**src/rtl/trig_ser_pkg.sv**
```systemverilog
package trig_ser_pkg;
  parameter int unsigned N_CH = 16;
  localparam int unsigned CNT_W = (N_CH > 1) ? $clog2(N_CH) : 1;
  typedef logic [N_CH-1:0] ch_vec_t;
endpackage

```
**src/rtl/hit_stretch_cell.sv**
```systemverilog
module hit_stretch_cell (
  input  logic clk_i,
  input  logic rst_ni,
  input  logic hit_i,
  input  logic fast_en_i,
  input  logic trig_en_i,
  output logic latch_o
);
  logic latch_q;
  logic hit_take;

  assign hit_take = fast_en_i & hit_i;

  always_ff @(posedge clk_i or negedge rst_ni) begin
    if (!rst_ni)         latch_q <= 1'b0;
    else if (trig_en_i)  latch_q <= hit_take;  // new period starts
    else if (hit_take)   latch_q <= 1'b1;
  end

  assign latch_o = latch_q;

  AST_CLEAR_ON_SAMPLE: assert property (@(posedge clk_i) disable iff (!rst_ni)
    (trig_en_i && !fast_en_i) |=> !latch_o);
  AST_STICKY_HIT: assert property (@(posedge clk_i) disable iff (!rst_ni)
    (fast_en_i && hit_i) |=> latch_o);
  AST_IDLE_IGNORE: assert property (@(posedge clk_i) disable iff (!rst_ni)
    (!trig_en_i && !fast_en_i) |=> $stable(latch_o));
endmodule

```
**src/rtl/frame_serializer.sv**
```systemverilog
module frame_serializer
  import trig_ser_pkg::*;
#(
  parameter int unsigned WIDTH = N_CH
) (
  input  logic             clk_i,
  input  logic             rst_ni,
  input  logic [WIDTH-1:0] word_i,
  input  logic             link_en_i,
  output logic             ser_o,
  output logic             frame_o
);
  localparam int unsigned PW = (WIDTH > 1) ? $clog2(WIDTH) : 1;
  localparam logic [PW-1:0] LAST = PW'(WIDTH - 1);

  logic [PW-1:0]    pos_q;
  logic [WIDTH-1:0] sh_q;
  logic             ser_q, frame_q;

  always_ff @(posedge clk_i or negedge rst_ni) begin
    if (!rst_ni) begin
      pos_q   <= '0;
      sh_q    <= '0;
      ser_q   <= 1'b0;
      frame_q <= 1'b0;
    end else if (link_en_i) begin
      if (pos_q == '0) begin
        ser_q   <= word_i[0];
        sh_q    <= word_i >> 1;
        frame_q <= 1'b1;
      end else begin
        ser_q   <= sh_q[0];
        sh_q    <= sh_q >> 1;
        frame_q <= 1'b0;
      end
      pos_q <= (pos_q == LAST) ? '0 : pos_q + 1'b1;
    end
  end

  assign ser_o   = ser_q;
  assign frame_o = frame_q;

  AST_HOLD_IDLE: assert property (@(posedge clk_i) disable iff (!rst_ni)
    !link_en_i |=> ($stable(ser_o) && $stable(frame_o)));
  AST_MARK_FIRST: assert property (@(posedge clk_i) disable iff (!rst_ni)
    (link_en_i && pos_q == '0) |=> (frame_o && ser_o == $past(word_i[0])));
  AST_NO_MARK: assert property (@(posedge clk_i) disable iff (!rst_ni)
    (link_en_i && pos_q != '0) |=> !frame_o);
endmodule

```
**src/rtl/trig_hit_serializer.sv**
```systemverilog
module trig_hit_serializer
  import trig_ser_pkg::*;
(
  input  logic            clk_i,
  input  logic            rst_ni,
  input  logic [N_CH-1:0] hit_i,
  input  logic            fast_en_i,
  input  logic            trig_en_i,
  input  logic            link_en_i,
  output logic            ser_o,
  output logic            frame_o
);
  ch_vec_t latch_w;
  ch_vec_t shadow_q;

  for (genvar g = 0; g < N_CH; g++) begin : g_ch
    hit_stretch_cell u_cell (
      .clk_i    (clk_i),
      .rst_ni   (rst_ni),
      .hit_i    (hit_i[g]),
      .fast_en_i(fast_en_i),
      .trig_en_i(trig_en_i),
      .latch_o  (latch_w[g])
    );
  end

  always_ff @(posedge clk_i or negedge rst_ni) begin
    if (!rst_ni)        shadow_q <= '0;
    else if (trig_en_i) shadow_q <= latch_w;
  end

  frame_serializer #(.WIDTH(N_CH)) u_ser (
    .clk_i    (clk_i),
    .rst_ni   (rst_ni),
    .word_i   (shadow_q),
    .link_en_i(link_en_i),
    .ser_o    (ser_o),
    .frame_o  (frame_o)
  );

  AST_SHADOW_HOLD: assert property (@(posedge clk_i) disable iff (!rst_ni)
    !trig_en_i |=> $stable(shadow_q));
  AST_SHADOW_TAKE: assert property (@(posedge clk_i) disable iff (!rst_ni)
    trig_en_i |=> (shadow_q == $past(latch_w)));
endmodule

```
**config.mk**
```make
export PLATFORM = sky130hd
export DESIGN_NAME = trig_hit_serializer
export DESIGN_NICKNAME = d
export VERILOG_FILES = /design/src/rtl/trig_ser_pkg.sv /design/src/rtl/hit_stretch_cell.sv /design/src/rtl/frame_serializer.sv /design/src/rtl/trig_hit_serializer.sv
export SDC_FILE = /design/constraint.sdc
export NUM_CORES = 1
export LEC_CHECK = 0
export BUFFER_PORTS_ARGS = -buffer_cell sky130_fd_sc_hd__clkbuf_2
export CAP_MARGIN = 5
export CORE_UTILIZATION = 25
export DETAILED_ROUTE_END_ITERATION = 8
export PLACE_DENSITY = 0.47
export SLEW_MARGIN = 30
export SYNTH_ARGS = -nofsm -noshare
export SYNTH_HDL_FRONTEND = slang
export SYNTH_SLANG_ARGS = --single-unit
```
**constraint.sdc**
```tcl
create_clock -name clk_i -period 3.8 [get_ports clk_i]
set_clock_uncertainty 0.2 [all_clocks]
set_input_delay 0.57 -clock clk_i [delete_from_list [all_inputs] [get_ports clk_i]]
set_output_delay 0.57 -clock clk_i [all_outputs]
set_load 0.1 [all_outputs]
```
==> flow_metrics.env <==
export IMPL_yosys_register_bits=53
export IMPL_arrival_ps=1930
export IMPL_post_cts_buffers=0
export IMPL_area_growth_pct=12.1
export IMPL_cts_buffers=5
export IMPL_worstPathCellList="inv_1 -> ha_1 -> nor3b_4 -> nand2_1 -> a31oi_1"
export IMPL_diodes=0
export IMPL_wl_um=3930
export IMPL_status="finished, final reports clean"
export IMPL_internal_power_mw=0.947
export IMPL_vias=1419
export IMPL_clockPowerShare_pct=21.4
export IMPL_criticalPathCategory="flip-flop to flip-flop"
export IMPL_slew_violations=0
export IMPL_grt_pass1_wl_um=6730
export IMPL_p_sw_mw=0.498
export IMPL_drive_gt1_share_pct=14.0
export IMPL_cpLargestDelayFamily="simple AND/OR/NAND/NOR gates"
export IMPL_h_tree_depth=2
export IMPL_r2r_end="u_ser.sh_q[0]"
export IMPL_reg2reg_depth=5
export IMPL_ys_warn_count=0
export IMPL_slowest_stage="nor3b_4"
export IMPL_worst_ir_drop_vdd_uv=206
export IMPL_p_leak_nw=1.14
export IMPL_start_kind="flip-flop"
export IMPL_dr_pass1_iters=4
export IMPL_syn_inst=210
export IMPL_cp_end_kind="flip-flop"
export IMPL_path_clk_slew_ps=90
export IMPL_ys_types=20
export IMPL_fin_nets=251
export IMPL_numPortBuffers=22
export IMPL_p_comb_share_pct=24.5
export IMPL_tritoncts="built"
export IMPL_power_frac_seq_pct=54.1
export IMPL_finalSetupTns_ps=0
export IMPL_cts_root_buf="clkbuf_8"
export IMPL_post_cts_resized=0
export IMPL_fp_dieArea_um2=9110
export IMPL_period_share_pct=50.1
export IMPL_r2r_setup_slack_ps=1900
export IMPL_overflow=0
export IMPL_fmax_ghz=0.526
export IMPL_worstPathBufferInverterCount=1
export IMPL_grt_use_total_pct=9.83
export IMPL_clock_sinks=53
export IMPL_setup_viol=0
export IMPL_hpwlAfterDp_um=2610
export IMPL_worst_path_max_fanout=17
export IMPL_ys_seq_area_share_pct=60.7
export IMPL_switching_share_pct=34.5
export IMPL_whs_ps=89.3
export IMPL_ios=23
export IMPL_antenna_found_initial=0
export IMPL_slowest_delay_ps=600
export IMPL_num_rows=33
export IMPL_synth_avg_cell_area_um2=10.4
export IMPL_drt_iter0_drc=60
export IMPL_start_util_pct=26.2
export IMPL_viasPerCell=4.26
export IMPL_r2r_start="u_ser.pos_q[0]"
export IMPL_route_detailed_drc=0
export IMPL_cts_max_path_buffers=2
export IMPL_relSlewSlack_pct=49.6
export IMPL_fin_total_pwr_mw=1.45
export IMPL_hold_class="input pin to asynchronous set/reset pin"
export IMPL_hold_viol_final=0
export IMPL_die_x_um=95.5
export IMPL_die_h_um=95.5
export IMPL_postRouteAntennaNets=0
export IMPL_clkLatencyLatePin_ps=310
export IMPL_synth_fp_nets=233
export IMPL_fin_crit_ps=1900
export IMPL_grt_max_degree=40
export IMPL_power_density_nw_per_um2=591
export IMPL_routabilityCongestion=0.654
export IMPL_coreArea_um2=8340
export IMPL_grt_pass1_vias=1391
export IMPL_required_ps=3830
export IMPL_ctsHoldBuffers=0
export IMPL_netlist_area_um2=2180
export IMPL_rsz0062_at_grt="no"
export IMPL_worstMarginPinSlew_ps=756
export IMPL_wl_per_cell_um=11.8
export IMPL_maxCapViolCount=0
==> worst max path at each step <==
stage | startpoint | cells past startpoint | end
6_report | u_ser.pos_q[0] | 5 | u_ser.sh_q[0]
5_1_grt | u_ser.pos_q[0] | 5 | u_ser.sh_q[6]
4_1_cts | u_ser.pos_q[0] | 5 | u_ser.sh_q[0]
3_5_place_dp | link_en_i | 3 | u_ser.pos_q[3]
3_3_place_gp | link_en_i | 3 | u_ser.pos_q[3]
2_1_floorplan | u_ser.pos_q[0] | 7 | u_ser.ser_o
==> state kept, by name, indices dropped and copies added (netlist names) <==
signal / flops
u_ser.frame_o: 1
u_ser.pos_q: 4
shadow_q: 16
u_ser.sh_q: 15
g_ch.u_cell.latch_o: 16
u_ser.ser_o: 1
==> synthesized netlist by cell type (all sizes together) <==
master / n / area (µm²)
a21oi: 1 / 5.00
a31oi: 15 / 93.8
buf: 5 / 43.8
clkbuf: 7 / 26.3
dfrtp: 53 / 1330
ha: 2 / 25.0
inv: 19 / 71.3
mux2: 17 / 191
nand2: 49 / 184
nand3: 3 / 15.0
nor2: 15 / 56.3
nor3b: 1 / 18.8
o21ai: 20 / 100
o41ai: 1 / 8.76
or3b: 1 / 8.76
xnor2: 1 / 8.76
==> power groups by stage <==
stage | Clock, mW | Sequential (mW) | Combinational (mW)
6_report | 0.310 | 0.782 | 0.354
5_1_grt | 0.349 | 0.801 | 0.403
4_1_cts | 0.325 | 0.782 | 0.361
3_5_place_dp | 0 | 0.793 | 0.362
3_3_place_gp | 0 | 0.791 | 0.353
2_1_floorplan | 0 | 0.833 | 0.244
==> metal layers <==
metal	track usage (%)	vias up	wire length, µm
met2	13.9	24	1610
li1	-	719	-
met5	0	-	0
met3	2.15	10	132
met4	5.47	0	107
met1	13.8	666	2080
==> through the flow <==
stage / setup WS, ps / instances / utilization [%] / area [µm²]
6_report: 1900 / 333 / 29.3 / 2450
5_1_grt: 1690 / 333 / 29.3 / 2450
4_1_cts: 1860 / 333 / 29.3 / 2450
3_5_place_dp: 1820 / 326 / 28.3 / 2360
3_3_place_gp: 1890 / 326 / 28.3 / 2360
2_1_floorplan: 2110 / 210 / - / 2180
==> cell families after synthesis <==
| logic type | synth area share (%) |
|---|---|
| xor gates and xnor gates | 0.401 |
| and+or+nand+nor | 13.0 |
| adders and majority gates | 1.15 |
| muxes | 8.77 |
| DFF | 60.7 |
| AOI/OAI and AO/OA | 9.51 |
| buffers and inverters | 6.48 |
==> cells in the final DEF, fill, tap and decap left out, drive strengths merged <==
cell type  Yosys  layout
nor2          15      15
inv           19      19
clkinvlp       0       1
dfrtp         53      53
nand3          3       3
xnor2          1       1
o21ai         20      20
ha             2       2
a31oi         15      15
mux2          17      17
nand2         49      49
clkbuf         7      27
o41ai          1       1
or3b           1       1
buf            5       1
clkinv         0       1
nor3b          1       1
a21oi          1       1
==> layout make-up <==
| class | count | area, µm² |
|---|---|---|
| inverter | 19 | 71.3 |
| fill | 895 | 5890 |
| clock inverter | 2 | 16.3 |
| sequential | 53 | 1330 |
| clock buffer | 5 | 68.8 |
| multi-input combinational | 126 | 716 |
| timing repair buffer | 23 | 118 |
| tap | 105 | 131 |
(Power assumes the default switching activity.)
